### config.mk
export PLATFORM = sky130hd
export DESIGN_NAME = dps_sema_unit
export DESIGN_NICKNAME = d
export VERILOG_FILES = /design/src/rtl/dps_pkg.sv /design/src/rtl/dps_port_decode.sv /design/src/rtl/dps_sema_cell.sv /design/src/rtl/dps_readback.sv /design/src/rtl/dps_sema_unit.sv
export SDC_FILE = /design/constraint.sdc
export NUM_CORES = 1
export LEC_CHECK = 0
export ABC_AREA = 1
export BUFFER_PORTS_ARGS = -buffer_cell sky130_fd_sc_hd__buf_2
export CELL_PAD_IN_SITES_DETAIL_PLACEMENT = 1
export CELL_PAD_IN_SITES_GLOBAL_PLACEMENT = 2
export CORE_MARGIN = 2
export CORE_UTILIZATION = 30
export DETAILED_ROUTE_END_ITERATION = 6
export HOLD_SLACK_MARGIN = 0.15
export MAX_ROUTING_LAYER = met4
export PLACE_DENSITY = 0.87
export SKIP_LAST_GASP = 1
export SYNTH_ARGS = -nofsm -noshare
export SYNTH_HDL_FRONTEND = slang
export SYNTH_SLANG_ARGS = --single-unit
### constraint.sdc
create_clock -name clk -period 1.7 [get_ports clk]
set_input_delay 0.34 -clock clk [delete_from_list [all_inputs] [get_ports clk]]
set_output_delay 0.34 -clock clk [all_outputs]
set_load 0.02 [all_outputs]
### src/rtl/dps_pkg.sv
package dps_pkg;

    // Per-lock arbitration state
    typedef enum logic [2:0] {
        SEM_FREE     = 3'd0,
        SEM_LEFT     = 3'd1,
        SEM_RIGHT    = 3'd2,
        SEM_LEFT_RQ  = 3'd3,   // left holds, right queued
        SEM_RIGHT_LQ = 3'd4    // right holds, left queued
    } sem_state_e;

    // Decoded per-lock command from one port
    typedef struct packed {
        logic claim;
        logic drop;
    } sem_cmd_t;

endpackage

### src/rtl/dps_port_decode.sv
module dps_port_decode #(
    parameter int NUM_SEMA = 8,
    parameter int SEL_W    = 3
) (
    input  logic                         clk,
    input  logic                         rst_n,
    input  logic                         sem_n,
    input  logic                         we,
    input  logic [SEL_W-1:0]             sel,
    input  logic                         wbit,
    output dps_pkg::sem_cmd_t [NUM_SEMA-1:0] cmd,
    output logic                         rd_en
);
    import dps_pkg::*;

    logic access;
    assign access = ~sem_n;
    assign rd_en  = access & ~we;

    for (genvar gi = 0; gi < NUM_SEMA; gi++) begin : g_dec
        logic hit;
        assign hit            = access & we & (sel == SEL_W'(gi));
        assign cmd[gi].claim  = hit & ~wbit;
        assign cmd[gi].drop   = hit &  wbit;
    end

    // at most one lock is addressed per port per cycle
    logic [NUM_SEMA-1:0] touched;
    for (genvar gj = 0; gj < NUM_SEMA; gj++) begin : g_touch
        assign touched[gj] = cmd[gj].claim | cmd[gj].drop;
    end

    p_one_target_r3: assert property (@(posedge clk) disable iff (!rst_n)
        $onehot0(touched));

    p_read_not_write_r5: assert property (@(posedge clk) disable iff (!rst_n)
        rd_en |-> (touched == '0));

endmodule

### src/rtl/dps_sema_cell.sv
module dps_sema_cell (
    input  logic              clk,
    input  logic              rst_n,
    input  dps_pkg::sem_cmd_t lcmd,
    input  dps_pkg::sem_cmd_t rcmd,
    output logic              held_l,
    output logic              held_r
);
    import dps_pkg::*;

    sem_state_e state_q, state_d;

    // State register
    always_ff @(posedge clk or negedge rst_n) begin
        if (!rst_n) state_q <= SEM_FREE;
        else        state_q <= state_d;
    end

    // Next-state logic
    always_comb begin
        state_d = state_q;
        unique case (state_q)
            SEM_FREE: begin
                if (lcmd.claim && rcmd.claim) state_d = SEM_LEFT_RQ;
                else if (lcmd.claim)          state_d = SEM_LEFT;
                else if (rcmd.claim)          state_d = SEM_RIGHT;
            end
            SEM_LEFT: begin
                if (lcmd.drop && rcmd.claim)  state_d = SEM_RIGHT;
                else if (lcmd.drop)           state_d = SEM_FREE;
                else if (rcmd.claim)          state_d = SEM_LEFT_RQ;
            end
            SEM_RIGHT: begin
                if (rcmd.drop && lcmd.claim)  state_d = SEM_LEFT;
                else if (rcmd.drop)           state_d = SEM_FREE;
                else if (lcmd.claim)          state_d = SEM_RIGHT_LQ;
            end
            SEM_LEFT_RQ: begin
                if (lcmd.drop && rcmd.drop)   state_d = SEM_FREE;
                else if (lcmd.drop)           state_d = SEM_RIGHT;
                else if (rcmd.drop)           state_d = SEM_LEFT;
            end
            SEM_RIGHT_LQ: begin
                if (lcmd.drop && rcmd.drop)   state_d = SEM_FREE;
                else if (rcmd.drop)           state_d = SEM_LEFT;
                else if (lcmd.drop)           state_d = SEM_RIGHT;
            end
            default:                          state_d = SEM_FREE;
        endcase
    end

    // Output decode
    always_comb begin
        held_l = 1'b0;
        held_r = 1'b0;
        unique case (state_q)
            SEM_LEFT, SEM_LEFT_RQ:   held_l = 1'b1;
            SEM_RIGHT, SEM_RIGHT_LQ: held_r = 1'b1;
            default: ;
        endcase
    end

    logic l_queued, r_queued;
    assign l_queued = (state_q == SEM_RIGHT_LQ);
    assign r_queued = (state_q == SEM_LEFT_RQ);

    p_left_wins_r6: assert property (@(posedge clk) disable iff (!rst_n)
        (!held_l && !held_r && lcmd.claim && rcmd.claim) |=> (held_l && r_queued));

    p_handover_l2r_r7: assert property (@(posedge clk) disable iff (!rst_n)
        (r_queued && lcmd.drop && !rcmd.drop) |=> held_r);

    p_handover_r2l_r7: assert property (@(posedge clk) disable iff (!rst_n)
        (l_queued && rcmd.drop && !lcmd.drop) |=> held_l);

    p_reclaim_keeps_r8: assert property (@(posedge clk) disable iff (!rst_n)
        (held_l && lcmd.claim && !rcmd.claim && !rcmd.drop) |=> $stable(state_q));

    p_withdraw_r9: assert property (@(posedge clk) disable iff (!rst_n)
        (r_queued && rcmd.drop && !lcmd.drop) |=> (held_l && !r_queued));

    p_idle_r2: assert property (@(posedge clk) disable iff (!rst_n)
        !(lcmd.claim || lcmd.drop || rcmd.claim || rcmd.drop) |=> $stable(state_q));

    p_stray_drop_r11: assert property (@(posedge clk) disable iff (!rst_n)
        (held_r && !l_queued && lcmd.drop && !rcmd.claim && !rcmd.drop) |=> $stable(state_q));

endmodule

### src/rtl/dps_readback.sv
module dps_readback #(
    parameter int NUM_SEMA = 8,
    parameter int SEL_W    = 3,
    parameter int DATA_W   = 8
) (
    input  logic                clk,
    input  logic                rst_n,
    input  logic                rd_en,
    input  logic [SEL_W-1:0]    sel,
    input  logic [NUM_SEMA-1:0] held,
    output logic [DATA_W-1:0]   rdata
);
    always_ff @(posedge clk or negedge rst_n) begin
        if (!rst_n)     rdata <= '1;
        else if (rd_en) rdata <= {DATA_W{~held[sel]}};
    end

    p_hold_r5: assert property (@(posedge clk) disable iff (!rst_n)
        !rd_en |=> $stable(rdata));

    p_replicated_r5: assert property (@(posedge clk) disable iff (!rst_n)
        (rdata == '0) || (rdata == '1));

endmodule

### src/rtl/dps_sema_unit.sv
module dps_sema_unit #(
    parameter int  NUM_SEMA = 8,
    parameter int  DATA_W   = 8,
    localparam int SEL_W    = (NUM_SEMA > 1) ? $clog2(NUM_SEMA) : 1
) (
    input  logic              clk,
    input  logic              rst_n,
    input  logic              l_sem_n,
    input  logic              l_we,
    input  logic [SEL_W-1:0]  l_sel,
    input  logic [DATA_W-1:0] l_wdata,
    output logic [DATA_W-1:0] l_rdata,
    input  logic              r_sem_n,
    input  logic              r_we,
    input  logic [SEL_W-1:0]  r_sel,
    input  logic [DATA_W-1:0] r_wdata,
    output logic [DATA_W-1:0] r_rdata
);
    import dps_pkg::*;

    sem_cmd_t [NUM_SEMA-1:0] lcmd, rcmd;
    logic                    l_rd, r_rd;
    logic [NUM_SEMA-1:0]     held_l, held_r;

    dps_port_decode #(.NUM_SEMA(NUM_SEMA), .SEL_W(SEL_W)) i_dec_l (
        .clk(clk), .rst_n(rst_n), .sem_n(l_sem_n), .we(l_we), .sel(l_sel),
        .wbit(l_wdata[0]), .cmd(lcmd), .rd_en(l_rd)
    );

    dps_port_decode #(.NUM_SEMA(NUM_SEMA), .SEL_W(SEL_W)) i_dec_r (
        .clk(clk), .rst_n(rst_n), .sem_n(r_sem_n), .we(r_we), .sel(r_sel),
        .wbit(r_wdata[0]), .cmd(rcmd), .rd_en(r_rd)
    );

    for (genvar gs = 0; gs < NUM_SEMA; gs++) begin : g_sema
        dps_sema_cell i_cell (
            .clk(clk), .rst_n(rst_n),
            .lcmd(lcmd[gs]), .rcmd(rcmd[gs]),
            .held_l(held_l[gs]), .held_r(held_r[gs])
        );
    end

    dps_readback #(.NUM_SEMA(NUM_SEMA), .SEL_W(SEL_W), .DATA_W(DATA_W)) i_rb_l (
        .clk(clk), .rst_n(rst_n), .rd_en(l_rd), .sel(l_sel),
        .held(held_l), .rdata(l_rdata)
    );

    dps_readback #(.NUM_SEMA(NUM_SEMA), .SEL_W(SEL_W), .DATA_W(DATA_W)) i_rb_r (
        .clk(clk), .rst_n(rst_n), .rd_en(r_rd), .sel(r_sel),
        .held(held_r), .rdata(r_rdata)
    );

    p_mutex_r10: assert property (@(posedge clk) disable iff (!rst_n)
        (held_l & held_r) == '0);

    p_disabled_l_r2: assert property (@(posedge clk) disable iff (!rst_n)
        (l_sem_n && r_sem_n) |=> ($stable(held_l) && $stable(held_r)));

endmodule

# After elaboration in Yosys (flattened, before gate mapping)
# Index checks and enable logic that the tools add are counted.
# op_classes
bitwise_logic	60
reduce_logical	66
magnitude_cmp	2
n_eq_ne	86
muxes	148
# op_table
op	count
$mux W3	120
$pmux W3 S5	8
$ne A4 B1 Y1 const B	24
$ne A4 B2 Y1 const B	16
$eq A3 B2 Y1 const B	20
$and A1 B1 Y1	52
$eq A3 B3 Y1 const B	16
$reduce_and A5 Y1	8
$logic_and A1 B1 Y1	32
$reduce_or A2 Y1	16
$eq A3 B1 Y1 const B	10
$logic_not A3 Y1	10
$mux W1	18
$lt A3 B4 Y1 const B	2
$not A1 Y1	8
$bmux W1 S3	2
# totals
wordCells	372
register_bits	26
inputBits	28

# Logic depth before layout (Yosys ltp)
# depth
ltp_word	8
mapped_depth	12
mapped_depth_nobuf	11

# Cells and area by module
# A second synthesis with hierarchy kept.
# hier_totals
hier_cells	512
hier_area_um2	3042.9
# modules_own_cells
module	cells_each	area_each_um2	seq_area_each_um2	n_inst
dps_sema_cell	48	299.0	75.1	8
dps_readback	29	166.4	26.3	2
dps_port_decode	35	158.9	0.0	2

# Worst setup path after synthesis
# No wires, ideal clock.
# synth_path
path_type	input port to flip-flop
from	input l_sem_n
to	register g_sema[3].i_cell.state_q[1]
cell_stages	10
setup_ns	0.116
arrival_time_ns	1.226
slack_ns	0.358
path_cell_list	inv_1 > nand2_1 > nor2_4 > nand3_2 > nand2_1 > nand2_1 > nand2_1 > nand3_2 > nand2_1 > nand2_1
# synth_via
elab_chain_len	7
elab_cells_between_ends	24
# synth_lines
element	line	source
start, declared	dps_sema_unit.sv:8	input logic l_sem_n,
$not A1 Y1 *	dps_port_decode.sv:17	assign access = ~sem_n;
$and A1 B1 Y1 * (2 in series)	dps_port_decode.sv:22	assign hit = access & we & (sel == SEL_W'(gi));
$and A1 B1 Y1 (on tied branches)	dps_port_decode.sv:24, dps_port_decode.sv:23	
$mux W3 (tied with other cells)	dps_sema_cell.sv:40	else if (lcmd.drop) state_d = SEM_RIGHT;
$mux W3 (tied with other cells)	dps_sema_cell.sv:39	if (lcmd.drop && rcmd.drop) state_d = SEM_FREE;
$pmux W3 S5 or $reduce_and A5 Y1 (tied branches)	n/a	
end signal, assigned	dps_sema_cell.sv:16	else state_q <= state_d;
end, declared	dps_sema_cell.sv:11	sem_state_e state_q, state_d;
# Every way passes the cells marked *; elsewhere a longest branch is shown, timed or not.
# A chain may end at the register's enable or synchronous reset.

# Final worst setup path
# layout_path
from	register g_sema[2].i_cell.state_q[1]
to	register g_sema[2].i_cell.state_q[0]
# layout_via
elab_chain_len	3
elab_cells_between_ends	12
# layout_lines
element	line
start, declared	dps_sema_cell.sv:11
start signal, assigned	dps_sema_cell.sv:16
$eq A3 B3 Y1 (tied with other cells)	n/a
$ne A4 B2 Y1 (no source line) or $ne A4 B1 Y1 (tied branches)	n/a
$reduce_and A5 Y1 (no source line)	n/a
# Several ways; a longest one is shown, not always the timed one.

==> run summary <==
• **minimum hold slack** 297 ps
• **PwrDens** 1360 mW/mm^2
• **average instance area after synthesis** 5.89 sq um
• **drt first pass iters** 4
• **GRT Util Overall** 18.5%
• **achievable frequency** 663 MHz
• **share of Yosys cell area claimed by the top area cell type** 21.9%
• **worst slew margin relative to its limit** 55.4%
• **DRC marker count from the first detailed-route iteration** 58
• **clock transition at the registers of the reported paths** 110 ps
• **largest net degree at the start of global routing** 27
• **maximum fanout along the worst path** 5
• **Initial Util** 31.2%
• **leakage power of the design** 1.60 nW
• **final critical path time including I/O delays and setup** 1510 ps
• **Peak supply drop** 582 uV
• **Mapped Area** 0.00275 sq mm
• **max cap viols** 0
• **CTS HTree Levels** 1
• **total number of vias** 3059
• **internal power of the cells** 1.96 mW
• **Final Hold Viols** 0
• **Least-Margin Pin Slew** 668 ps
• **routability congestion estimate from global placement** 0.884
• **status** complete, no violations
• **Avg Vias per Cell** 5.10
• **number of top-level pins** 44
• **buffers from clock root to sink, at most** 2
• **Row Count** 34
• **category of the worst setup path launch point** register
• **Clk pwr share** 10.7%
• **nets in the synthesized netlist** 494
• **total of flip-flops plus latches after synthesis** 26
• **mean routed wirelength per cell** 14.3 microns
• **total wirelength of the detailed-routed design** 8580 microns
• **area grow syn2layout** 10.9%
• **final clock period utilization by the worst path** 88.7%
• **WS Path Type** reg -> reg
• **signal arrival time at the worst endpoint** 1720 ps
• **Port Buffer Count** 29
• **Inserted Clock Buffers** 3
• **type of element capturing the critical path** register
• **top library cells by usage in the layout, fill and taps aside** 154 x nand2_1, 73 x nand3_1, 51 x inv_1
• **area of the placeable core** 0.00881 sq mm
• **power share of the combinational group** 61.7%
• **setup repair after global routing missed its margin** no
• **remaining number of nets flagged by the antenna check after routing** 0
• **number of antenna cells inserted** 0
• **fraction of the yosys area taken by sequential cells** 23.8%
• **number of remaining DRC errors** 0
• **# nets final** 521
• **worst skew pair latency** 290 ps
• **gate count after technology mapping** 466
• **total global routing overflow** 0
• **switching part of the total** 52.6%
• **Placed Area** 0.00298 sq mm
• **core occupancy in the finished layout** 34.6%
• **design area** 0.00305 sq mm
• **Sw Pwr** 2.18 mW
• **Required @ worst endpoint** 1920 ps
• **worst slack at placement** -3.25 ps
• **minimum setup slack in the final design** 192 ps
• **count of distinct cell types in the synthesized netlist** 32
• **max-slew violation count** 0
• **sequential cell fraction of total power** 27.6%
• **vertical die dimension** 99.7 microns
• **initial antenna violation count** 0
• **layout cell share with drive strength beyond 1** 15.9%
• **most frequent standard cell in the layout excluding fill and tap cells** nand2_1
• **biggest area contributors in the synthesized netlist** dfrtp_1 22%, nand2_1 21%, nand3_1 13%
• **cell at the root of the clock tree** clkbuf_8
• **vias in the first global route** 3154
• **first-pass GRT wire length** 14800 microns
• **die area** 0.00993 sq mm
• **Post-Route Setup TNS** 0 ps
• **half-perimeter wire length of the detailed placement result** 7020 microns
• **HP Class** in -> reg
• **clock sink count** 26
• **synthesis warning total** 0
• **TritonCTS clock tree** built
• **cell taking the most area after synthesis** dfrtp_1
• **skew final** 12.0 ps
• **die outline width** 99.7 microns
• **count of endpoints failing setup in the final report** 0
-- cell usage after synthesis --
| master | count |
|---|---|
| dfrtp_1 | 24 |
| nand3_4 | 1 |
| inv_2 | 3 |
| clkbuf_1 | 2 |
| nand2_2 | 3 |
| a21oi_1 | 8 |
| nand4_1 | 13 |
| o2111ai_1 | 1 |
| nor3_1 | 11 |
| o21ai_0 | 15 |
| o22ai_1 | 1 |
| a21oi_2 | 1 |
| nand3_1 | 73 |
| o21ai_1 | 4 |
| nor2_2 | 3 |
| dfstp_2 | 2 |
| nor2_4 | 6 |
| inv_1 | 51 |
| or2_2 | 1 |
| nor3_2 | 2 |
| nor2_1 | 48 |
| o21a_1 | 2 |
| o31ai_1 | 1 |
| o211ai_1 | 4 |
| nand2_4 | 1 |
| nand3b_1 | 3 |
| o21ai_2 | 1 |
| buf_4 | 15 |
| nand2_1 | 154 |
| a31oi_1 | 1 |
| buf_2 | 2 |
| nand3_2 | 9 |
-- metal layers --
metal	up-vias	track usage, %	wire length [microns]
met3	4	2.11	197
met2	30	33.4	4350
met4	0	1.69	43
met1	1465	23.2	3990
met5	-	-	0
li1	1560	-	-
-- final timing paths --
| path | start | endpoint | slack [ps] | depth (start not counted) |
|---|---|---|---|---|
| setup / recovery | g_sema[2].i_cell.state_q[1]$_DFFE_PN0P_ | g_sema[2].i_cell.state_q[0]$_DFFE_PN0P_ | 190 | 7 |
| hold reg to reg | i_rb_r.rdata[0]$_DFFE_PN1P_ | i_rb_r.rdata[0]$_DFFE_PN1P_ | 530 | 2 |
| setup reg to reg | g_sema[2].i_cell.state_q[1]$_DFFE_PN0P_ | g_sema[2].i_cell.state_q[0]$_DFFE_PN0P_ | 190 | 7 |
| min in group asynchronous | rst_n | g_sema[6].i_cell.state_q[1]$_DFFE_PN0P_ | 620 | 2 |
| max in group asynchronous | rst_n | g_sema[7].i_cell.state_q[0]$_DFFE_PN0P_ | 640 | 2 |
| hold / removal | r_sem_n | i_rb_r.rdata[0]$_DFFE_PN1P_ | 300 | 4 |
-- metrics by stage --
| step | power (mW) | instances |
|---|---|---|
| floorplan | 3.13 | 466 |
| global placement | 3.60 | 595 |
| detailed placement | 3.72 | 595 |
| CTS | 4.19 | 600 |
| global route | 4.63 | 600 |
| finish | 4.14 | 600 |
-- area by class of cell --
class	instances	area (sq um)
clock buffers	4	55.1
fillers	1211	5760
inverters	54	203
multi-input cells	367	1760
flip-flops and latches	26	653
well taps	108	135
repair buffers	41	238
-- state kept, by name, indices dropped and copies added, names as in the netlist --
signal                 flops
g_sema.i_cell.state_q     24
i_rb_l.rdata               1
i_rb_r.rdata               1
-- logic make-up after synthesis --
family | count (synthesis) | share of synthesized area (%)
compound gates | 39 | 8.25
buf+inv | 73 | 12.1
flops | 26 | 23.8
simple gates | 328 | 55.8
-- power by group through the flow --
| stage | Clock [mW] | Sequential [mW] | Combinational [mW] |
|---|---|---|---|
| after detailed placement | 0 | 1.16 | 2.56 |
| after CTS | 0.467 | 1.14 | 2.58 |
| after global routing | 0.483 | 1.19 | 2.95 |
| after floorplan | 0 | 1.07 | 2.06 |
| final | 0.442 | 1.14 | 2.55 |
| after global placement | 0 | 1.14 | 2.46 |
-- repair_timing --
item / 4_1_cts / 5_1_grt
hold buffers: 1 / 0
hold endpoints to repair: 24 / 0
endpoints found under the setup margin: 0 / 2
resized for setup: 0 / 1
setup buffers: 0 / 0
-- worst max-delay path: stages (launching register included) --
cell and delay [ps]:
dfrtp_1 450, nor2_1 120, inv_1 70, nor2_1 300, inv_1 100, o21ai_0 180, inv_1 60, a21oi_1 160
Note: power is estimated with default switching activity, not from simulation.
